$ cat src/rtl/prio_irq_ctrl.sv
module prio_irq_ctrl #(
  parameter int VBASE = 32
) (
  input  logic        clk,
  input  logic        rst_n,
  input  logic [31:0] irq_in,
  input  logic        timer_req,
  input  logic [2:0]  bus_addr,
  input  logic        bus_wr,
  input  logic [4:0]  bus_wdata,
  output logic [31:0] bus_rdata,
  output logic        int_req,
  input  logic        int_ack,
  output logic [7:0]  int_vec
);
  localparam logic [2:0] A_SEL = 3'd0, A_WIN = 3'd1, A_ISR = 3'd2, A_EOI = 3'd3, A_TMR = 3'd4;

  logic [4:0]  sel_q;
  logic [31:0] mask_q, lvl_q, epend_q, isr_q, prev_q;
  logic [3:0]  tline_q;
  logic        toff_q;

  function automatic logic [5:0] top_bit(input logic [31:0] v);
    logic [5:0] r;
    r = '0;
    for (int i = 0; i < 32; i++)
      if (v[i]) r = {1'b1, 5'(i)};
    return r;
  endfunction

  logic [31:0] tsel, src, mask_eff, lvl_eff, rise, pend, ack_hot, eoi_hot;
  logic [5:0]  ptop, stop;
  logic        grant, eoi;

  assign tsel     = toff_q ? 32'h0 : (32'h1 << tline_q);
  assign src      = (irq_in & ~tsel) | ({32{timer_req}} & tsel);
  assign mask_eff = mask_q & ~tsel;
  assign lvl_eff  = lvl_q & ~tsel;
  assign rise     = src & ~prev_q;
  assign pend     = (epend_q | (src & lvl_eff & ~isr_q)) & ~mask_eff;
  assign ptop     = top_bit(pend);
  assign stop     = top_bit(isr_q);

  assign int_req  = ptop[5] && (!stop[5] || ptop[4:0] > stop[4:0]);
  assign int_vec  = int_req ? 8'(VBASE) + {3'b0, ptop[4:0]} : 8'h0;
  assign grant    = int_req && int_ack;
  assign eoi      = bus_wr && bus_addr == A_EOI;
  assign ack_hot  = grant ? (32'h1 << ptop[4:0]) : 32'h0;
  assign eoi_hot  = (eoi && stop[5]) ? (32'h1 << stop[4:0]) : 32'h0;

  always_comb begin
    case (bus_addr)
      A_SEL:   bus_rdata = {27'b0, sel_q};
      A_WIN:   bus_rdata = {30'b0, lvl_q[sel_q], mask_q[sel_q]};
      A_ISR:   bus_rdata = isr_q;
      A_TMR:   bus_rdata = {27'b0, toff_q, tline_q};
      default: bus_rdata = 32'h0;
    endcase
  end

  always_ff @(posedge clk) begin
    if (!rst_n) begin
      sel_q   <= '0;
      mask_q  <= '1;
      lvl_q   <= '0;
      epend_q <= '0;
      isr_q   <= '0;
      prev_q  <= '0;
      tline_q <= '0;
      toff_q  <= 1'b1;
    end else begin
      prev_q  <= src;
      epend_q <= (epend_q | (rise & ~lvl_eff)) & ~lvl_eff & ~mask_eff & ~ack_hot;
      isr_q   <= (isr_q & ~eoi_hot) | ack_hot;
      if (bus_wr) begin
        case (bus_addr)
          A_SEL: sel_q <= bus_wdata;
          A_WIN: begin
            mask_q[sel_q] <= bus_wdata[0];
            lvl_q[sel_q]  <= bus_wdata[1];
          end
          A_TMR: begin
            tline_q <= bus_wdata[3:0];
            toff_q  <= bus_wdata[4];
          end
          default: ;
        endcase
      end
    end
  end


  masked_quiet_chk: assert property (@(posedge clk) disable iff (!rst_n)
    int_req |-> !mask_eff[int_vec[4:0]]);

  above_service_chk: assert property (@(posedge clk) disable iff (!rst_n)
    int_req |-> (isr_q >> int_vec[4:0]) == 32'h0);

  vec_range_chk: assert property (@(posedge clk) disable iff (!rst_n)
    int_req |-> int_vec >= 8'(VBASE));

  grant_sets_chk: assert property (@(posedge clk) disable iff (!rst_n)
    (grant && !eoi) |=> isr_q[$past(int_vec[4:0])] && $countones(isr_q) == $countones($past(isr_q)) + 1);

  eoi_retire_chk: assert property (@(posedge clk) disable iff (!rst_n)
    (eoi && !grant && isr_q != 0) |=> $countones(isr_q) == $countones($past(isr_q)) - 1);

  eoi_idle_chk: assert property (@(posedge clk) disable iff (!rst_n)
    (eoi && !grant && isr_q == 0) |=> isr_q == 0);
endmodule

$ cat config.mk
export PLATFORM = sky130hd
export DESIGN_NAME = prio_irq_ctrl
export DESIGN_NICKNAME = d
export VERILOG_FILES = /design/src/rtl/prio_irq_ctrl.sv
export SDC_FILE = /design/constraint.sdc
export NUM_CORES = 1
export LEC_CHECK = 0
export ABC_CLOCK_PERIOD_IN_PS = 5200
export BUFFER_PORTS_ARGS = -buffer_cell sky130_fd_sc_hd__clkbuf_2
export CORE_ASPECT_RATIO = 0.9
export CORE_MARGIN = 2
export CORE_UTILIZATION = 60
export CTS_CLUSTER_SIZE = 28
export DETAILED_ROUTE_END_ITERATION = 8
export PLACE_DENSITY = 0.8
export SYNTH_ARGS = -nofsm -noshare
export SYNTH_HDL_FRONTEND = slang
export SYNTH_SLANG_ARGS = --single-unit
$ cat constraint.sdc
create_clock -name clk -period 5.2 [get_ports clk]
set_input_delay 1.04 -clock clk [delete_from_list [all_inputs] [get_ports clk]]
set_output_delay 1.04 -clock clk [all_outputs]
set_load 0.03 [all_outputs]
==> run metrics <==
status=completed; mapped cell area=9714 sq um; Max Fclk=slightly below 200 MHz; input/output buffers=83; Cell variety after synth=99; clock skew=13.55 ps; HP Class=register to register; starting DRC count in detailed routing=1478; Post-Syn Area per Cell=8.205 sq um; Vias/cell=6.842; Synth Area in Simple Gates=0.2910; number of synthesized flops with an enable pin=0; YS warnings=0; via count=10304; launch point of the worst reg-to-reg path=tline_q[1]; DP HPWL=25.61 mm; reg2reg setup slack=about 650 ps; # rows=44; fraction of layout cells with a size suffix above 1=0.2186; Crit. End Element=output pin; CTS tree=built; Critical Path AT=4030 ps; Wirelength per Cell=23.88 um; post-route cell area=11510 sq um; critical path startpoint category=register; Final ANT Viol Nets=0; GR peak layer=met2; asr flop ratio synth=0; WP data required=4160 ps; hold endpoint=lvl_q[25]; CTS H-Tree Depth=4; main combinational cell family by area after synthesis=simple AND/OR/NAND/NOR gates; top-area cell type share of the netlist area=0.3503; met3 Track Usage GR=0.1019; HP Start=lvl_q[25]; MaxCap Viol Count=0; drt pass-1 iters=7; final setup violation count=0; number of global-route vias before repair=9375; R2R depth=20; GR Util met1=0.5888; Pwr Total=2.883 mW; period utilization=0.9759; Die W=138.1 um; mux contribution to synthesized area=0.08243; DRC viols=0; DP Area=10570 sq um; slew margin rel.=0.1944; critical path class=register to output pin; Worst R2R End=isr_q[12]; Synth area leader=dfxtp_1; initial core utilization=0.6085; CTS Buffer Depth=2; Clk pin slew, worst setup/hold paths=~70 ps; antenna violations before repair=0; Worst VDD drop=0.2467 mV; fin crit period=around 5000 ps; Post-Synthesis Cells=about 1200; GR met2 Demand/Resource=0.5967; # fillers=1279; Ant. Diodes=0; largest net degree at the start of global routing=53; number of synthesized register bits=170; GPL Wtd Cong=1.027; CTS root buffer=clkbuf_16; total track usage=0.4094; Pwr Density=250.4 nW/um^2; FF+latch area=3416 sq um; clk sink count=170; core area=15970 sq um; Hold Violations, Final=0; first-pass GRT wire length=roughly 55 mm; Critical Path Fanout Max=5; final slew viol count=0; Clk Latency, worst-skew pair=440 ps; die area=17230 sq um; hold-fix buffers at CTS=0; Compound-Gate Fraction of Synth Area=0.2181; synthesized-area fraction occupied by adder cells=0.006440; multi-input logic area=6021 sq um; main area contributors after synthesis=dfxtp_1 35%, nor2_1 4.6%, a21oi_1 4.6%; Worst-Margin Slew=~1200 ps; CTS Buf Count=17; sequential area share after synthesis=0.3503; io pins=86; Final #Nets=approximately 1300; area growth from synthesis to layout=18.51%; hold-critical path depth=2; top_reg_cell synth=dfxtp_1; global route overflow=0; drt total wl=approximately 36 mm; Post-Synth XOR/XNOR Area=0; Die Span Y=124.7 um; standby leakage power=4.534 nW
## registers in the layout, indices dropped and copies added (netlist names)
signal / count
epend_q: 32
isr_q: 32
toff_q: 1
tline_q: 4
sel_q: 5
mask_q: 32
lvl_q: 32
prev_q: 32
## repair_timing
| item | CTS | global route |
|---|---|---|
| endpoints found under the setup margin | 2 | 7 |
| resized for setup | 6 | 44 |
| setup buffers | 2 | 7 |
| gates cloned | 0 | 0 |
| pin swaps | 3 | 10 |
## through the flow
step           TNS [ps]  setup slack, ps  hold slack (ps)  cells    util
3_3_place_gp          0            8.638            474.1   1466  0.6623
4_1_cts               0            11.07            490.2   1499  0.7051
3_5_place_dp          0            11.71            480.9   1466  0.6623
2_1_floorplan    -34.34           -25.63            449.7   1185       -
6_report              0            125.3            489.7   1506  0.7211
5_1_grt          -35.78           -35.78            521.1   1506  0.7211
## cells by family (layout without fill, tap and decap cells)
family / Yosys count / in the layout
flip-flops: 170 / 170
other: 1 / 2
buffers and inverters: 120 / 234
AO/OA/AOI/OAI: 296 / 296
adder cells (fa/ha/maj): 5 / 5
multiplexers: 60 / 60
AND/OR/NAND/NOR: 532 / 532
## worst max path at each step
stage,start,slack [ps],endpoint
global route,toff_q,-40,int_vec[1]
finish,tline_q[0],130,int_vec[1]
detailed placement,irq_in[26],10,int_vec[1]
global placement,irq_in[9],9,int_vec[1]
CTS,tline_q[0],10,int_vec[1]
floorplan,irq_in[19],-30,int_vec[2]
## cells in the mapped netlist, types with 5 or more instances
library cell and number:
nor2b_1 9, a2bb2oi_1 5, nand4_1 7, nand2_1 118
o221ai_1 9, o21ai_1 7, buf_1 6, and3b_1 19
o21ai_0 44, a22oi_1 8, nor4_1 15, o22ai_1 10
a31oi_1 5, ha_1 5, o31ai_1 7, clkbuf_1 57
nor3b_1 10, o211ai_1 14, dfxtp_1 170, buf_2 7
o2bb2ai_1 6, a21oi_1 89, inv_1 41, o21bai_1 10
nand3_1 88, nor2_1 120, and2_1 47, o21a_1 5
mux2i_1 44, o32ai_1 5, or3_1 9, nor3_1 16
or4_1 15, a21boi_0 5, and3_1 8, o311ai_0 9
nand3b_1 15, mux4_2 16, nor4b_1 5
## cell type report
cell class	instances	share of cell area
clock buffers	18	0.03815
clock inverters	13	0.01761
inverters	43	0.01424
multi-input cells	895	0.5230
flip-flops and latches	170	0.2967
well taps	207	0.02250
repair buffers	160	0.08782
## power breakdown
part	internal [mW]	switching [mW]	total, mW
clock network	0.831	0.585	1.42
logic	0.0441	0.0971	0.141
registers	1.32	0.00984	1.33
## routing by layer
layer / vias to the layer above / routed length (um) / part of all wire
met5: - / 0 / 0
met4: 0 / 1177 / 0.033
met3: 116 / 5151 / 0.14
met2: 794 / 15380 / 0.43
met1: 4852 / 14260 / 0.40
li1: 4542 / - / -
## layout by cell type, fill, tap and decap left out, types with 6 or more instances in the layout
| cell | instances |
|---|---|
| a21oi_1 | 89 |
| a22oi_1 | 8 |
| and2_1 | 45 |
| and3_1 | 8 |
| and3b_1 | 19 |
| buf_4 | 74 |
| clkbuf_16 | 17 |
| clkbuf_2 | 81 |
| dfxtp_1 | 166 |
| inv_1 | 39 |
| mux2i_1 | 44 |
| mux4_2 | 16 |
| nand2_1 | 118 |
| nand3_1 | 88 |
| nand3b_1 | 15 |
| nand4_1 | 7 |
| nor2_1 | 120 |
| nor2b_1 | 9 |
| nor3_1 | 13 |
| nor3b_1 | 10 |
| nor4_1 | 15 |
| o211ai_1 | 14 |
| o21ai_0 | 41 |
| o21ai_1 | 8 |
| o21bai_1 | 9 |
| o221ai_1 | 9 |
| o22ai_1 | 8 |
| o2bb2ai_1 | 6 |
| o311ai_0 | 9 |
| o31ai_1 | 6 |
| or3_1 | 7 |
| or4_1 | 15 |
## critical path: stages, from the launching register on
cell and delay, ps:
dfxtp_2 360, or4b_4 560, or3_4 380, a32o_1 320, a311oi_2 260, o21ai_1 120
and2_4 160, ha_1 310, nand2b_1 90, a21oi_1 70, o31a_1 340, o22ai_4 240
inv_2 60, and2_2 180, buf_4 160
(Power assumes the default switching activity.)
